<file path="src/rtl/strap_pkg.sv">
package strap_pkg;
  typedef struct packed {
    logic sample;
    logic enable;
  } strapStrobe_t;

  typedef enum logic {
    ST_WINDOW = 1'b0,
    ST_RUN    = 1'b1
  } strapState_t;
endpackage

</file>
<file path="src/rtl/strap_ctrl.sv">
module strap_ctrl
  import strap_pkg::*;
#(
  parameter int WINDOW_CYCLES = 28636
) (
  input  logic         clk,
  input  logic         supplyGood,
  output logic         powerOk,
  output strapStrobe_t strobe
);
  localparam int CW = (WINDOW_CYCLES > 2) ? $clog2(WINDOW_CYCLES) : 1;
  localparam logic [CW-1:0] LAST = CW'(WINDOW_CYCLES - 1);

  logic [1:0]    supplySync;
  logic [CW-1:0] count;
  strapState_t   state;

  always_ff @(posedge clk or negedge supplyGood) begin
    if (!supplyGood) supplySync <= '0;
    else             supplySync <= {supplySync[0], 1'b1};
  end
  assign powerOk = supplySync[1];

  always_ff @(posedge clk or negedge powerOk) begin
    if (!powerOk) begin
      count <= '0;
      state <= ST_WINDOW;
    end else if (state == ST_WINDOW) begin
      if (count == LAST) state <= ST_RUN;
      else               count <= count + 1'b1;
    end
  end

  always_comb begin
    strobe.sample = (state == ST_WINDOW) && (count == LAST);
    strobe.enable = (state == ST_RUN);
  end

  // the counter never runs past the end of the window
  a_r2_count_bound: assert property (@(posedge clk) disable iff (!powerOk)
    count <= LAST);
  // the drivers turn on only right after the sampling strobe
  a_r2_enable_after_sample: assert property (@(posedge clk) disable iff (!powerOk)
    $rose(strobe.enable) |-> $past(strobe.sample));
  // the run state holds while power stays good
  a_r6_run_sticky: assert property (@(posedge clk) disable iff (!powerOk)
    strobe.enable |=> strobe.enable);
endmodule

</file>
<file path="src/rtl/strap_datapath.sv">
module strap_datapath
  import strap_pkg::*;
#(
  parameter int NUM_STRAPS  = 5,
  parameter int SYNC_STAGES = 2
) (
  input  logic                  clk,
  input  logic                  powerOk,
  input  strapStrobe_t          strobe,
  input  logic [NUM_STRAPS-1:0] strapPin,
  output logic [NUM_STRAPS-1:0] strapLatched
);
  logic [NUM_STRAPS-1:0] syncQ [SYNC_STAGES];

  for (genvar s = 0; s < SYNC_STAGES; s++) begin : g_sync
    always_ff @(posedge clk or negedge powerOk) begin
      if (!powerOk)    syncQ[s] <= '0;
      else if (s == 0) syncQ[s] <= strapPin;
      else             syncQ[s] <= syncQ[(s == 0) ? 0 : s-1];
    end
  end

  always_ff @(posedge clk or negedge powerOk) begin
    if (!powerOk)          strapLatched <= '0;
    else if (strobe.sample) strapLatched <= syncQ[SYNC_STAGES-1];
  end

  // without a sampling strobe the captured value cannot move
  a_r4_latch_hold: assert property (@(posedge clk) disable iff (!powerOk)
    !strobe.sample |=> $stable(strapLatched));
  // a strobe captures the synchronized pad levels
  a_r3_latch_capture: assert property (@(posedge clk) disable iff (!powerOk)
    strobe.sample |=> strapLatched == $past(syncQ[SYNC_STAGES-1]));
endmodule

</file>
<file path="src/rtl/strap_sampler.sv">
module strap_sampler
  import strap_pkg::*;
#(
  parameter int WINDOW_CYCLES = 28636,
  parameter int NUM_STRAPS    = 5
) (
  input  logic                  clk,
  input  logic                  supplyGood,
  input  logic [NUM_STRAPS-1:0] strapPin,
  output logic                  padOe,
  output logic [NUM_STRAPS-1:0] strapLatched,
  output logic                  ready
);
  logic         powerOk;
  strapStrobe_t strobe;

  strap_ctrl #(.WINDOW_CYCLES(WINDOW_CYCLES)) uCtrl (
    .clk(clk), .supplyGood(supplyGood), .powerOk(powerOk), .strobe(strobe)
  );

  strap_datapath #(.NUM_STRAPS(NUM_STRAPS), .SYNC_STAGES(2)) uData (
    .clk(clk), .powerOk(powerOk), .strobe(strobe),
    .strapPin(strapPin), .strapLatched(strapLatched)
  );

  assign padOe = strobe.enable;
  assign ready = strobe.enable;

  // nothing is driven or reported before the window has ended
  a_r1_quiet_until_ready: assert property (@(posedge clk) disable iff (!powerOk)
    !ready |-> (!padOe && strapLatched == '0) || $past(ready));
endmodule

</file>
<file path="config.mk">
export PLATFORM = sky130hd
export DESIGN_NAME = strap_sampler
export DESIGN_NICKNAME = d
export VERILOG_FILES = /design/src/rtl/strap_pkg.sv /design/src/rtl/strap_ctrl.sv /design/src/rtl/strap_datapath.sv /design/src/rtl/strap_sampler.sv
export SDC_FILE = /design/constraint.sdc
export NUM_CORES = 1
export LEC_CHECK = 0
export ABC_AREA = 1
export BUFFER_PORTS_ARGS = -buffer_cell sky130_fd_sc_hd__buf_2
export CAP_MARGIN = 20
export CORE_MARGIN = 3
export CORE_UTILIZATION = 40
export CTS_BUF_LIST = sky130_fd_sc_hd__clkbuf_8 sky130_fd_sc_hd__clkbuf_16
export DETAILED_ROUTE_END_ITERATION = 16
export GPL_ROUTABILITY_DRIVEN = 0
export PLACE_DENSITY = 0.65
export SYNTH_ARGS = -nofsm -noshare
export SYNTH_HDL_FRONTEND = slang
export SYNTH_HIERARCHICAL = 1
export SYNTH_SLANG_ARGS = --single-unit
</file>
<file path="constraint.sdc">
create_clock -name clk -period 1.19 [get_ports clk]
set_clock_uncertainty 0.2 [all_clocks]
set_input_delay 0.119 -clock clk [delete_from_list [all_inputs] [get_ports clk]]
set_output_delay 0.119 -clock clk [all_outputs]
set_load 0.05 [all_outputs]
</file>
==> reports/metrics.yaml <==
grt_remaining_overflow: 0
dieArea_um2: 4600
vias: 1381
place_ws_ns: -0.408
viasPerCell: 4.81
period_needed_ns: 1.61
synth_fa_ha_area_share_pct: 0.818
chipHeight_um: 67.8
area_growth_pct: 53.1
yosysTopAreaCell: "dfrtp_1"
fp-row-count: 21
rr_endpoint: "uCtrl/count[7]"
required_ns: 1.16
netlist_top_cells_count: "nand2_1, dfrtp_1, nor2_1"
violations: "negative setup slack"
stdcell_area_um2: 2340
hold_class: "flip-flop to asynchronous set/reset pin"
clkTransAtPathRegs_ns: 0.07
cp_common_cell: "nor2_4"
ios: 14
dp_hpwl_mm: 2.26
hold_viol: 0
clk_latency_ns: 0.29
status: "finished, violations left"
cp.buffers_inverters: 1
fmax_mhz: 621
synth_top_family_by_area: "simple AND/OR/NAND/NOR gates"
synth_compound_area_share_pct: 1.23
end_kind: "flip-flop"
slowest_stage: "dfrtp_1"
fill_cells: 263
drc: 0
synth_flop_cell: "dfrtp_1"
synthMostInstantiatedCell: "nand2_1"
crit_chain: "ha_4 -> nand2_4 -> nor2_4 -> nand2_4 -> nor2_4 -> nor2_4 -> buf_6 -> nand2_2 -> nand2_2"
r2r_cells: 9
power_density_nw_per_um2: 978
critPathTopFamily: "simple AND/OR/NAND/NOR gates"
drv_cap: 0
synth_top_area_share_pct: 54.0
fin_crit_sh_pct: 135
cts_buffers: 5
synth_area_um2: 1530
wl_per_cell_um: 13.7
ys_async_sr_fraction_pct: 100
grt_first_pass_wirelength_mm: 5.81
clock-sinks: 33
portBuffers: 13
fin_hold_ws_ns: 0.0198
cts_max_path_buffers: 2
final_core_util_pct: 67.0
yosys.area_share.simple_pct: 34.5
p_leak_nw: 1.16
finalSetupViolCount: 23
die_x_um: 67.8
route.antenna.remaining_nets: 0
synth_fp_nets: 190
drive_gt1_share_pct: 44.0
synth_cell_types: 20
drt-initial-drc-count: 53
dr.pass1.iters: 4
synth-seq-cells: 33
reg2reg_slack_ns: -0.42
nets: 248
fin_setup_tns_ns: -8.16
rsz0062_at_grt: "yes"
seq_area_frac_synth_pct: 54.0
layout_setup_ws_ns: -0.419
arrival_ns: 1.58
synth_mux_area_share_pct: 0
postPlaceCellArea_um2: 1910
routed_wl_mm: 3.94
startpoint_type: "flip-flop"
crit_type: "flip-flop to flip-flop"
cts_tree: "yes"
core_area_um2: 3490
grt_antenna_before_repair: 0
avgSynthCellArea_um2: 8.40
track_usage_pct: 17.6
maxSlewViolCount: 0
ctsRootBufferMaster: "clkbuf_8"
peakVddDrop_mv: 0.918
grt_pass1_vias: 1331
timing.rr.start: "uCtrl/count[1]"
synth_edf_count: 0
syn_inst: 182
grt_start_max_net_pins: 32
synth_warnings: 6
start_util_pct: 43.8
htree_levels: 2
diodes: 0
path_depth: 9
max_stage_delay_ns: 0.41
synth_xor_area_share_pct: 4.01
synth.area.top_cells: "dfrtp_1, nand2_1, nor2_1, xor2_1, nand4_1"
cp_max_fo: 6
-- kinds of logic after synthesis --
family,after synthesis
flops,33
fa+ha+maj,1
xor+xnor,7
buf+inv,15
simple gates,124
compound gates,1
other cells,1
-- how the worst max path moves through the flow --
| stage | startpoint | slack [ns] | endpoint |
|---|---|---|---|
| floorplan | uCtrl/count[0] | -0.38 | uData/strapLatched[0] |
| global placement | uCtrl/count[1] | -0.33 | uCtrl/count[7] |
| detailed placement | uCtrl/count[1] | -0.41 | uCtrl/count[5] |
| CTS | uCtrl/count[1] | -0.41 | uCtrl/count[12] |
| global route | uCtrl/count[1] | -0.47 | uCtrl/count[7] |
| finish | uCtrl/count[1] | -0.42 | uCtrl/count[7] |
-- sequential cells by signal, summed over array words and instances, names as in the netlist --
signal and count:
uCtrl/count 15, uData/syncQ 10, uData/strapLatched 5, uCtrl/supplySync 2
uCtrl/state 1
-- area by class of cell --
class,instances,area [um^2],share of cell area [%]
Clock inverter,2,33.8,1.44
Sequential cell,33,827,35.3
Clock buffer,6,82.6,3.53
Multi-Input combinational cell,134,802,34.3
Inverter,11,41.3,1.76
Timing Repair Buffer,55,497,21.2
Tap cell,46,57.6,2.46
-- repair_timing --
item                       CTS  global route
hold endpoints to repair     7             0
hold buffers                 7             0
setup endpoints to repair   28            28
pin swaps                   12            20
cloned                       1             0
resized for setup           25            42
buffers inserted             3             3
-- report_power, final --
| part | switching [mW] | total (mW) | internal, mW |
|---|---|---|---|
| clock | 0.411 | 1.09 | 0.674 |
| combinational | 0.0259 | 0.0544 | 0.0285 |
| sequential | 0.00708 | 1.15 | 1.14 |
| total | 0.444 | 2.29 | 1.84 |
-- cells in the final DEF (no fill, tap or decap), drive strengths merged --
master,count
buf,48
bufinv,1
clkbuf,6
conb,1
dfrtp,33
dlygate4sd3,7
ha,1
inv,12
nand2,91
nand3,7
nand3b,1
nand4,6
nor2,17
nor3,1
nor3b,1
o21bai,1
xnor2,2
xor2,5
-- routing by layer --
layer	wire length, um	global-route usage [%]	vias to the layer above	share of wire [%]
li1	-	-	674	-
met1	1580	20.5	670	40
met2	2090	29.2	27	53
met3	165	5.91	10	4.2
met4	108	7.94	0	2.7
met5	0	0	-	0
-- through the flow --
step                cells  power (mW)
floorplan             182        1.18
global placement      266        1.21
detailed placement    266        1.21
CTS                   284        2.30
global route          287        2.38
finish                287        2.29
No activity file was read; power rests on OpenSTA's default activity.
